<file path="src/rtl/fc_pkg.sv">
package fc_pkg;
    typedef enum logic [1:0] {
        FC_ACTIVE  = 2'b00,
        FC_PASSIVE = 2'b01,
        FC_BUSOFF  = 2'b10
    } fc_state_e;
endpackage

</file>
<file path="src/rtl/fc_err_counter.sv">
// Saturating or plain up/down error counter, driven by strobes.
module fc_err_counter #(
    parameter int W        = 8,
    parameter bit SATURATE = 1'b1,
    parameter int MAX_VAL  = 255
) (
    input  logic         clk,
    input  logic         rst,
    input  logic         clr,
    input  logic         hold,
    input  logic         inc,
    input  logic         dec,
    input  logic [W-1:0] step,
    output logic [W-1:0] cnt_q,
    output logic [W-1:0] cnt_d
);
    localparam logic [W:0] SAT_MAX = (W+1)'(MAX_VAL);

    logic [W:0]   sum;
    logic [W-1:0] inc_val;

    assign sum = {1'b0, cnt_q} + {1'b0, step};

    generate
        if (SATURATE) begin : g_sat
            assign inc_val = (sum > SAT_MAX) ? SAT_MAX[W-1:0] : sum[W-1:0];
        end else begin : g_wrap
            assign inc_val = sum[W-1:0];
        end
    endgenerate

    // The increment wins over a decrement in the same cycle.
    always_comb begin
        cnt_d = cnt_q;
        if (clr) begin
            cnt_d = '0;
        end else if (!hold) begin
            if (inc) begin
                cnt_d = inc_val;
            end else if (dec && (cnt_q != '0)) begin
                cnt_d = cnt_q - 1'b1;
            end
        end
    end

    always_ff @(posedge clk) begin
        if (rst) begin
            cnt_q <= '0;
        end else begin
            cnt_q <= cnt_d;
        end
    end
endmodule

</file>
<file path="src/rtl/fc_recovery.sv">
// Counts idle indications while the node is bus-off.
module fc_recovery #(
    parameter int RECOV_N = 128
) (
    input  logic clk,
    input  logic rst,
    input  logic in_busoff,
    input  logic idle,
    output logic done
);
    localparam int RW = (RECOV_N > 1) ? $clog2(RECOV_N) : 1;
    localparam logic [RW-1:0] LAST = RW'(RECOV_N - 1);

    logic [RW-1:0] cnt_q;

    assign done = in_busoff && idle && (cnt_q == LAST);

    always_ff @(posedge clk) begin
        if (rst || !in_busoff || done) begin
            cnt_q <= '0;
        end else if (idle) begin
            cnt_q <= cnt_q + 1'b1;
        end
    end
endmodule

</file>
<file path="src/rtl/fc_state_fsm.sv">
// Fault-state machine, computed from the counters' next values.
module fc_state_fsm
    import fc_pkg::*;
#(
    parameter int TX_W         = 9,
    parameter int RX_W         = 8,
    parameter int PASSIVE_TH   = 128,
    parameter int BUSOFF_LIMIT = 255
) (
    input  logic            clk,
    input  logic            rst,
    input  logic [TX_W-1:0] tx_nxt,
    input  logic [RX_W-1:0] rx_nxt,
    input  logic            recov_done,
    output fc_state_e       state_q,
    output logic            passive_o,
    output logic            busoff_o
);
    localparam logic [TX_W-1:0] TX_PASS = TX_W'(PASSIVE_TH);
    localparam logic [RX_W-1:0] RX_PASS = RX_W'(PASSIVE_TH);
    localparam logic [TX_W-1:0] TX_OFF  = TX_W'(BUSOFF_LIMIT);

    fc_state_e state_d;
    logic      over_pass;

    assign over_pass = (tx_nxt >= TX_PASS) || (rx_nxt >= RX_PASS);

    always_comb begin
        state_d = state_q;
        unique case (state_q)
            FC_ACTIVE, FC_PASSIVE: begin
                if (tx_nxt > TX_OFF) begin
                    state_d = FC_BUSOFF;
                end else if (over_pass) begin
                    state_d = FC_PASSIVE;
                end else begin
                    state_d = FC_ACTIVE;
                end
            end
            FC_BUSOFF: begin
                if (recov_done) begin
                    state_d = FC_ACTIVE;
                end
            end
            default: state_d = FC_ACTIVE;
        endcase
    end

    always_ff @(posedge clk) begin
        if (rst) begin
            state_q <= FC_ACTIVE;
        end else begin
            state_q <= state_d;
        end
    end

    always_comb begin
        passive_o = (state_q == FC_PASSIVE);
        busoff_o  = (state_q == FC_BUSOFF);
    end
endmodule

</file>
<file path="src/rtl/can_fault_conf.sv">
module can_fault_conf
    import fc_pkg::*;
#(
    parameter int TX_W          = 9,
    parameter int RX_W          = 8,
    parameter int TX_STEP       = 8,
    parameter int RX_STEP       = 1,
    parameter int RX_HEAVY_STEP = 8,
    parameter int PASSIVE_TH    = 128,
    parameter int BUSOFF_LIMIT  = 255,
    parameter int RX_MAX        = 255,
    parameter int RECOV_N       = 128
) (
    input  logic            clk,
    input  logic            rst,
    input  logic            tx_err_inc,
    input  logic            rx_err_inc,
    input  logic            err_heavy,
    input  logic            tx_ok_dec,
    input  logic            rx_ok_dec,
    input  logic            idle11_seen,
    output logic [TX_W-1:0] tx_err_cnt,
    output logic [RX_W-1:0] rx_err_cnt,
    output logic [1:0]      node_state,
    output logic            is_passive,
    output logic            is_bus_off
);
    localparam logic [TX_W-1:0] TX_STEP_V  = TX_W'(TX_STEP);
    localparam logic [RX_W-1:0] RX_LIGHT_V = RX_W'(RX_STEP);
    localparam logic [RX_W-1:0] RX_HEAVY_V = RX_W'(RX_HEAVY_STEP);

    fc_state_e       state;
    logic            recov_done;
    logic            in_busoff;
    logic [TX_W-1:0] tx_nxt;
    logic [RX_W-1:0] rx_nxt;
    logic [RX_W-1:0] rx_step;

    assign in_busoff = (state == FC_BUSOFF);
    assign rx_step   = err_heavy ? RX_HEAVY_V : RX_LIGHT_V;

    fc_err_counter #(
        .W        (TX_W),
        .SATURATE (1'b0),
        .MAX_VAL  ((1 << TX_W) - 1)
    ) u_tx_cnt (
        .clk   (clk),
        .rst   (rst),
        .clr   (recov_done),
        .hold  (in_busoff),
        .inc   (tx_err_inc),
        .dec   (tx_ok_dec),
        .step  (TX_STEP_V),
        .cnt_q (tx_err_cnt),
        .cnt_d (tx_nxt)
    );

    fc_err_counter #(
        .W        (RX_W),
        .SATURATE (1'b1),
        .MAX_VAL  (RX_MAX)
    ) u_rx_cnt (
        .clk   (clk),
        .rst   (rst),
        .clr   (recov_done),
        .hold  (in_busoff),
        .inc   (rx_err_inc),
        .dec   (rx_ok_dec),
        .step  (rx_step),
        .cnt_q (rx_err_cnt),
        .cnt_d (rx_nxt)
    );

    fc_recovery #(
        .RECOV_N (RECOV_N)
    ) u_recov (
        .clk       (clk),
        .rst       (rst),
        .in_busoff (in_busoff),
        .idle      (idle11_seen),
        .done      (recov_done)
    );

    fc_state_fsm #(
        .TX_W         (TX_W),
        .RX_W         (RX_W),
        .PASSIVE_TH   (PASSIVE_TH),
        .BUSOFF_LIMIT (BUSOFF_LIMIT)
    ) u_fsm (
        .clk        (clk),
        .rst        (rst),
        .tx_nxt     (tx_nxt),
        .rx_nxt     (rx_nxt),
        .recov_done (recov_done),
        .state_q    (state),
        .passive_o  (is_passive),
        .busoff_o   (is_bus_off)
    );

    assign node_state = state;
endmodule

</file>
<file path="config.mk">
export PLATFORM = sky130hd
export DESIGN_NAME = can_fault_conf
export DESIGN_NICKNAME = d
export VERILOG_FILES = /design/src/rtl/fc_pkg.sv /design/src/rtl/fc_err_counter.sv /design/src/rtl/fc_recovery.sv /design/src/rtl/fc_state_fsm.sv /design/src/rtl/can_fault_conf.sv
export SDC_FILE = /design/constraint.sdc
export NUM_CORES = 1
export LEC_CHECK = 0
export ABC_AREA = 0
export BUFFER_PORTS_ARGS = -buffer_cell sky130_fd_sc_hd__buf_2
export CAP_MARGIN = 0
export CORE_MARGIN = 5
export CORE_UTILIZATION = 55
export DETAILED_ROUTE_END_ITERATION = 8
export HOLD_SLACK_MARGIN = 0.06
export PLACE_DENSITY = 0.78
export SYNTH_ARGS = -nofsm -noshare
export SYNTH_HDL_FRONTEND = slang
export SYNTH_SLANG_ARGS = --single-unit
export TNS_END_PERCENT = 100
</file>
<file path="constraint.sdc">
create_clock -name clk -period 2.34 [get_ports clk]
set_input_delay 0.351 -clock clk [delete_from_list [all_inputs] [get_ports clk]]
set_output_delay 0.351 -clock clk [all_outputs]
set_load 0.01 [all_outputs]
</file>
### After elaboration in Yosys (flattened, before gate mapping)

Index checks and enable logic that the tools add are counted.

* bits of input ports: 8
* logic and storage cells: 43
* output and inout port bits: 21
* bits in registers: 26

* equality and inequality tests: 4
* $lt $le $gt $ge: 4
* add/sub/neg operators: 5
* reductions and logical operators: 12
* mux-type cells: 14

Operator list (count)
* 8-bit two-way mux: 5
* 9-bit two-way mux: 4
* 9-bit by 8-bit greater-than comparator with 1-bit output (second input constant): 2
* 8-bit by 4-bit adder with 9-bit output: 1
* 9-bit by 4-bit adder with 9-bit output (second input constant): 1
* 9-bit by 8-bit greater-or-equal comparator with 1-bit output (second input constant): 1
* 9-bit nonzero test: 1
* 9-bit by 1-bit subtractor with 9-bit output (second input constant): 1
* 8-bit greater-or-equal comparator (second input constant): 1
* 8-bit nonzero test: 1
* 8-bit by 1-bit subtractor with 8-bit output (second input constant): 1
* 7-bit by 1-bit adder with 7-bit output (second input constant): 1
* 7-bit equality test (second input constant): 1
* 1-bit logical AND: 4
* 2-bit two-way mux: 2
* 4-bit two-way mux: 1
* 2-bit case mux with 2 select lines: 1
* 1-bit logical OR: 3
* 2-bit by 1-bit equality test with 1-bit output (second input constant): 1
* 2-bit equality test (second input constant): 1
* 2-bit logical NOT: 1
* 2-bit inequality test (second input constant): 1
* 2-bit OR reduction: 1
* 1-bit logical NOT: 1
* 1-bit two-way mux: 1

### Longest topological paths before layout

* depth in word-level cells: 12
* depth in mapped cells: 8
* depth with buffers taken out: 8

### By module

Synthesis repeated with hierarchy kept, for this count alone.

* cell total of the unflattened synthesis: 325
* area, all modules: 2538.7 um^2

Modules (own cells, without submodules)
* fc_err_counter at u_tx_cnt: area each 1051.0 um^2, sequential area each 180.2 um^2, times used 1, cells an instance 139
* fc_err_counter at u_rx_cnt: area each 1028.5 um^2, sequential area each 160.2 um^2, times used 1, cells an instance 135
* fc_recovery: area each 342.8 um^2, sequential area each 140.1 um^2, times used 1, cells an instance 38
* fc_state_fsm: area each 91.3 um^2, sequential area each 40.0 um^2, times used 1, cells an instance 9
* can_fault_conf: area each 25.0 um^2, sequential area each 0.0 um^2, times used 1, cells an instance 4

### Worst setup path before layout

No wires, ideal clock.

* path type: input-to-reg
* start: input port err_heavy
* end: register u_rx_cnt.cnt_q[5]
* arrival: 1990 ps
* data required time: 2218 ps
* stages on the path: 8
* slack: 228 ps
* library setup time: 122 ps
* path through: inv_1 > ha_1 > ha_1 > a31oi_2 > o21ai_0 > o31a_1 > and3_1 > a221o_1

* cells in the longest elaborated chain, start to end: 7

Ends and longest elaborated chain
* from (decl): RTL line can_fault_conf.sv:18 `input logic err_heavy,`
* 4-bit two-way mux (*): RTL line can_fault_conf.sv:40 `assign rx_step = err_heavy ? RX_HEAVY_V : RX_LIGHT_V;`
* 8-bit by 4-bit adder with 9-bit output (*): RTL line fc_err_counter.sv:22 `assign sum = {1'b0, cnt_q} + {1'b0, step};`
* 9-bit by 8-bit greater-than comparator with 1-bit output: RTL line fc_err_counter.sv:26 `assign inc_val = (sum > SAT_MAX) ? SAT_MAX[W-1:0] : sum[W-1:0];`
* 8-bit two-way mux (*): RTL line fc_err_counter.sv:26
* 8-bit two-way mux (*): RTL line fc_err_counter.sv:38 `if (inc) begin`
* 8-bit two-way mux (*): RTL line fc_err_counter.sv:37 `end else if (!hold) begin`
* 8-bit two-way mux (*): RTL line fc_err_counter.sv:35 `if (clr) begin`
* to (signal assigned): RTL line fc_err_counter.sv:50 `cnt_q <= cnt_d;`
* to (decl): RTL line fc_err_counter.sv:14 `output logic [W-1:0] cnt_q,`

Mark *: on every way between the ends. The rest lies on a longest branch, timed or not.
A chain may end at the register's enable or synchronous reset.

### Worst setup path after layout

* start: register u_rx_cnt.cnt_q[0]
* end: register u_rx_cnt.cnt_q[5]

* cells in the longest elaborated chain, start to end: 6
* elaborated cells between the ends (all ways): 10
* classes of those cells: add/sub: 2; order compare: 1; mux: 5; reduce/logical: 2

Ends and longest elaborated chain (RTL line)
* 8-bit by 4-bit adder with 9-bit output or 8-bit nonzero test (tied branches): fc_err_counter.sv:22, fc_err_counter.sv:40
* 9-bit by 8-bit greater-than comparator with 1-bit output or 1-bit logical AND (tied branches): fc_err_counter.sv:26, fc_err_counter.sv:40
* 8-bit two-way mux, on equally long branches: fc_err_counter.sv:26, fc_err_counter.sv:40
* 8-bit two-way mux (*): fc_err_counter.sv:38
* 8-bit two-way mux (*): fc_err_counter.sv:37
* 8-bit two-way mux (*): fc_err_counter.sv:35

Marked as above.

==> run_summary.xml <==
<?xml version="1.0" encoding="UTF-8"?>
<metrics>
  <group name="outcome">
    <metric name="status" unit="">finished clean</metric>
  </group>
  <group name="clock_tree">
    <metric name="cts_resized" unit="">0</metric>
    <metric name="cts_sinks" unit="">26</metric>
    <metric name="clock_tree.buffer_depth" unit="">2</metric>
    <metric name="h_tree_level_count" unit="">1</metric>
    <metric name="post_cts.repair.setup_buffers" unit="">0</metric>
    <metric name="master_cell_of_the_clock_root_buffer" unit="">sky130_fd_sc_hd__clkbuf_4</metric>
    <metric name="cts_hold_buf" unit="">0</metric>
    <metric name="clk_pin_slew" unit="ns">0.14</metric>
    <metric name="cts_inserted_buffers" unit="">3</metric>
    <metric name="cts_tree" unit="">done</metric>
    <metric name="insertion_delay" unit="ns">0.31</metric>
  </group>
  <group name="floorplan">
    <metric name="die_width" unit="um">66.1</metric>
    <metric name="placementRows" unit="">20</metric>
    <metric name="floorplan.initialDensity" unit="%">57.2</metric>
    <metric name="dieHeight" unit="um">66.1</metric>
    <metric name="design.core.area" unit="um2">3030</metric>
    <metric name="pin_count" unit="">29</metric>
    <metric name="die_area" unit="um2">4370</metric>
  </group>
  <group name="placed_design">
    <metric name="placement_cell_area" unit="um2">1930</metric>
    <metric name="dp_hpwl" unit="um">3000</metric>
    <metric name="gp_congestion" unit="">0.953</metric>
    <metric name="port_buffers" unit="">28</metric>
  </group>
  <group name="cells_and_area">
    <metric name="top_library_cells_by_usage_in_the_layout_fill_and_taps_aside" unit="">30 x sky130_fd_sc_hd__nor2_1, 28 x sky130_fd_sc_hd__buf_2, 26 x sky130_fd_sc_hd__dfxtp_1</metric>
    <metric name="share_of_final_layout_standard_cells_stronger_than_drive_strength_1" unit="%">18.8</metric>
    <metric name="antenna_cells_inserted" unit="">0</metric>
    <metric name="layout.nets" unit="">270</metric>
    <metric name="area_growth" unit="%">12.9</metric>
    <metric name="layout.cells.most_common" unit="">sky130_fd_sc_hd__nor2_1</metric>
    <metric name="postLayoutCellArea" unit="um2">1950</metric>
  </group>
  <group name="global_routing">
    <metric name="grt.total_usage" unit="%">19.9</metric>
    <metric name="grt_pass1_wl" unit="um">6980</metric>
    <metric name="first_global_vias" unit="">1597</metric>
    <metric name="grt_overflow" unit="">0</metric>
    <metric name="antenna_found_initial" unit="">0</metric>
    <metric name="grt_max_degree" unit="">14</metric>
  </group>
  <group name="critical_path">
    <metric name="timing.critical_path.required" unit="ns">2.56</metric>
    <metric name="critPathMostFrequentCell" unit="">sky130_fd_sc_hd__ha_1</metric>
    <metric name="worstPathBufferInverterCount" unit="">0</metric>
    <metric name="cpPeakStageDelay" unit="ns">0.38</metric>
    <metric name="timing.critical_path.fanout_max" unit="">5</metric>
    <metric name="crit-reg2reg-launch" unit="">u_rx_cnt.cnt_q[0]$_SDFF_PP0_</metric>
    <metric name="worstSetupPathType" unit="">register to register</metric>
    <metric name="ff2ff_path_depth" unit="">7</metric>
    <metric name="start_kind" unit="">register</metric>
    <metric name="worst_r2r_endpoint" unit="">u_rx_cnt.cnt_q[5]$_SDFF_PP0_</metric>
    <metric name="crit_slowest_cell" unit="">sky130_fd_sc_hd__dfxtp_1</metric>
    <metric name="critPathArrivalTime" unit="ns">2.36</metric>
    <metric name="timing.critical_path.cells" unit="">ha_1 -&gt; ha_1 -&gt; a31oi_2 -&gt; o21ai_0 -&gt; o31a_1 -&gt; and3_1 -&gt; a221o_1</metric>
    <metric name="r2r_slack" unit="ns">0.20</metric>
    <metric name="worstSetupEndpointType" unit="">register</metric>
    <metric name="cpLargestDelayFamily" unit="">compound AO/OA/AOI/OAI gates</metric>
  </group>
  <group name="synth">
    <metric name="ys_seq_area_share" unit="%">30.1</metric>
    <metric name="synth-async-reset-ratio" unit="%">0</metric>
    <metric name="synthesis.area" unit="um2">1730</metric>
    <metric name="post_synth_inst_count" unit="">221</metric>
    <metric name="postSynth.topFlopCell" unit="">sky130_fd_sc_hd__dfxtp_1</metric>
    <metric name="yosysWarnings" unit="">0</metric>
    <metric name="postSynthNetCount" unit="">239</metric>
    <metric name="ys_seq_elements" unit="">26</metric>
    <metric name="post_synth_num_cell_types" unit="">51</metric>
    <metric name="syn_avg_cell_area" unit="um2">7.84</metric>
    <metric name="synth-edff-count" unit="">0</metric>
  </group>
  <group name="routing">
    <metric name="drt_iter0_drc" unit="">168</metric>
    <metric name="remaining_drc_errors" unit="">0</metric>
    <metric name="wire_per_inst" unit="um">13.5</metric>
    <metric name="dr_total_vias" unit="">1670</metric>
    <metric name="drtPass1Iterations" unit="">4</metric>
    <metric name="drtAntennaViolNets" unit="">0</metric>
    <metric name="route.detailed.vias_per_inst" unit="">5.68</metric>
    <metric name="finalWirelength" unit="um">3960</metric>
  </group>
  <group name="power">
    <metric name="total_leakage_power" unit="nW">0.792</metric>
    <metric name="p_per_area" unit="nW/um2">712</metric>
    <metric name="vdd_ir_drop_max" unit="uV">537</metric>
  </group>
  <group name="worst_hold_path">
    <metric name="hold-path-cell-count" unit="">2</metric>
    <metric name="hold_start" unit="">rst</metric>
    <metric name="hold_end" unit="">u_fsm.state_q[1]$_SDFFE_PP0P_</metric>
    <metric name="min-delay-path-class" unit="">input pin to register</metric>
  </group>
  <group name="timing">
    <metric name="final_min_period_over_clock_period" unit="%">91.4</metric>
    <metric name="slew-limit-headroom" unit="%">62.0</metric>
    <metric name="fmaxAchievable" unit="MHz">468</metric>
    <metric name="final.setup_skew" unit="ns">0.00937</metric>
    <metric name="fin_setup_tns" unit="ns">0</metric>
    <metric name="final_hold_viol_count" unit="">0</metric>
    <metric name="worst_hold_slack" unit="ns">0.275</metric>
    <metric name="grt_setup_unrepaired" unit="">false</metric>
    <metric name="max_slew.worst_pin.slew" unit="ns">0.569</metric>
    <metric name="min_period" unit="ns">2.14</metric>
    <metric name="setup_viol" unit="">0</metric>
    <metric name="slew_viol_final" unit="">0</metric>
  </group>
  <group name="run">
    <metric name="maxCapViolCount" unit="">0</metric>
  </group>
</metrics>
## worst register-to-register path, stage by stage, from the launching register on
cell and delay (ns):
sky130_fd_sc_hd__dfxtp_1 0.38, sky130_fd_sc_hd__ha_1 0.24, sky130_fd_sc_hd__ha_1 0.25, sky130_fd_sc_hd__a31oi_2 0.28
sky130_fd_sc_hd__o21ai_0 0.18, sky130_fd_sc_hd__o31a_1 0.33, sky130_fd_sc_hd__and3_1 0.16, sky130_fd_sc_hd__a221o_1 0.25
## worst max-delay path by stage
stage               cells past startpoint  slack, ns                      endpoint                          from
floorplan                               8       0.23  u_rx_cnt.cnt_q[5]$_SDFF_PP0_                     err_heavy
global placement                        9       0.14  u_rx_cnt.cnt_q[5]$_SDFF_PP0_                     err_heavy
detailed placement                      9       0.11  u_rx_cnt.cnt_q[5]$_SDFF_PP0_                     err_heavy
CTS                                     7       0.23  u_rx_cnt.cnt_q[5]$_SDFF_PP0_  u_rx_cnt.cnt_q[0]$_SDFF_PP0_
global route                            7       0.08  u_rx_cnt.cnt_q[5]$_SDFF_PP0_  u_rx_cnt.cnt_q[0]$_SDFF_PP0_
finish                                  7       0.20  u_rx_cnt.cnt_q[5]$_SDFF_PP0_  u_rx_cnt.cnt_q[0]$_SDFF_PP0_
## synthesized netlist by cell type, types with 5 or more instances
library cell,count,share of area [%]
sky130_fd_sc_hd__a21oi_1,14,4.0
sky130_fd_sc_hd__inv_1,18,3.9
sky130_fd_sc_hd__nand2_1,12,2.6
sky130_fd_sc_hd__ha_1,10,7.2
sky130_fd_sc_hd__clkbuf_1,5,1.1
sky130_fd_sc_hd__nand3_1,6,1.7
sky130_fd_sc_hd__dfxtp_1,26,30
sky130_fd_sc_hd__nor3_1,5,1.4
sky130_fd_sc_hd__nor2_1,30,6.5
sky130_fd_sc_hd__xnor2_1,8,4.0
sky130_fd_sc_hd__o21ai_0,13,3.8
## where the power goes
| part | leakage, nW | total (mW) | internal, mW | switching [mW] |
|---|---|---|---|---|
| logic | 0.566 | 0.607 | 0.279 | 0.328 |
| clock network | 0.0138 | 0.185 | 0.0602 | 0.125 |
| registers | 0.213 | 0.599 | 0.505 | 0.0942 |
## layout make-up
cell class              instances  area [um2]
clock buffers                   3        22.5
inverters                      19        71.3
multi-input cells             168        1100
well taps                      44        55.1
flip-flops and latches         26         520
fillers                       287        1070
repair buffers                 34         185
## flip-flops by register name, indices dropped and copies added (netlist names)
register and flops:
u_fsm.state_q 2, u_recov.cnt_q 7, u_rx_cnt.cnt_q 8, u_tx_cnt.cnt_q 9
## metrics by stage
stage               util, %  instances  total power [mW]  setup slack (ns)
finish                 64.5        294              1.39             0.201
global route           64.5        294              1.51            0.0777
CTS                    64.5        294              1.40             0.225
detailed placement     63.8        291              1.21             0.114
global placement       63.8        291              1.20             0.145
floorplan                 -        221              1.03             0.228
## cell families (layout without fill, tap and decap cells)
group | Yosys count | in the layout | synth area share [%]
DFF | 26 | 26 | 30.1
and+or+nand+nor | 83 | 83 | 25.1
xor gates and xnor gates | 10 | 10 | 5.06
AOI/OAI and AO/OA | 62 | 62 | 24.4
muxes | 3 | 3 | 1.73
adders and majority gates | 10 | 10 | 7.23
buffers and inverters | 27 | 56 | 6.43
## layer usage
metal | part of all wire (%) | up-vias | track usage [%]
li1 | - | 853 | -
met1 | 47 | 778 | 25.2
met2 | 49 | 37 | 34.0
met3 | 3.4 | 2 | 2.55
met4 | 0.83 | 0 | 7.61
met5 | 0 | - | 0
(Power assumes the default switching activity.)
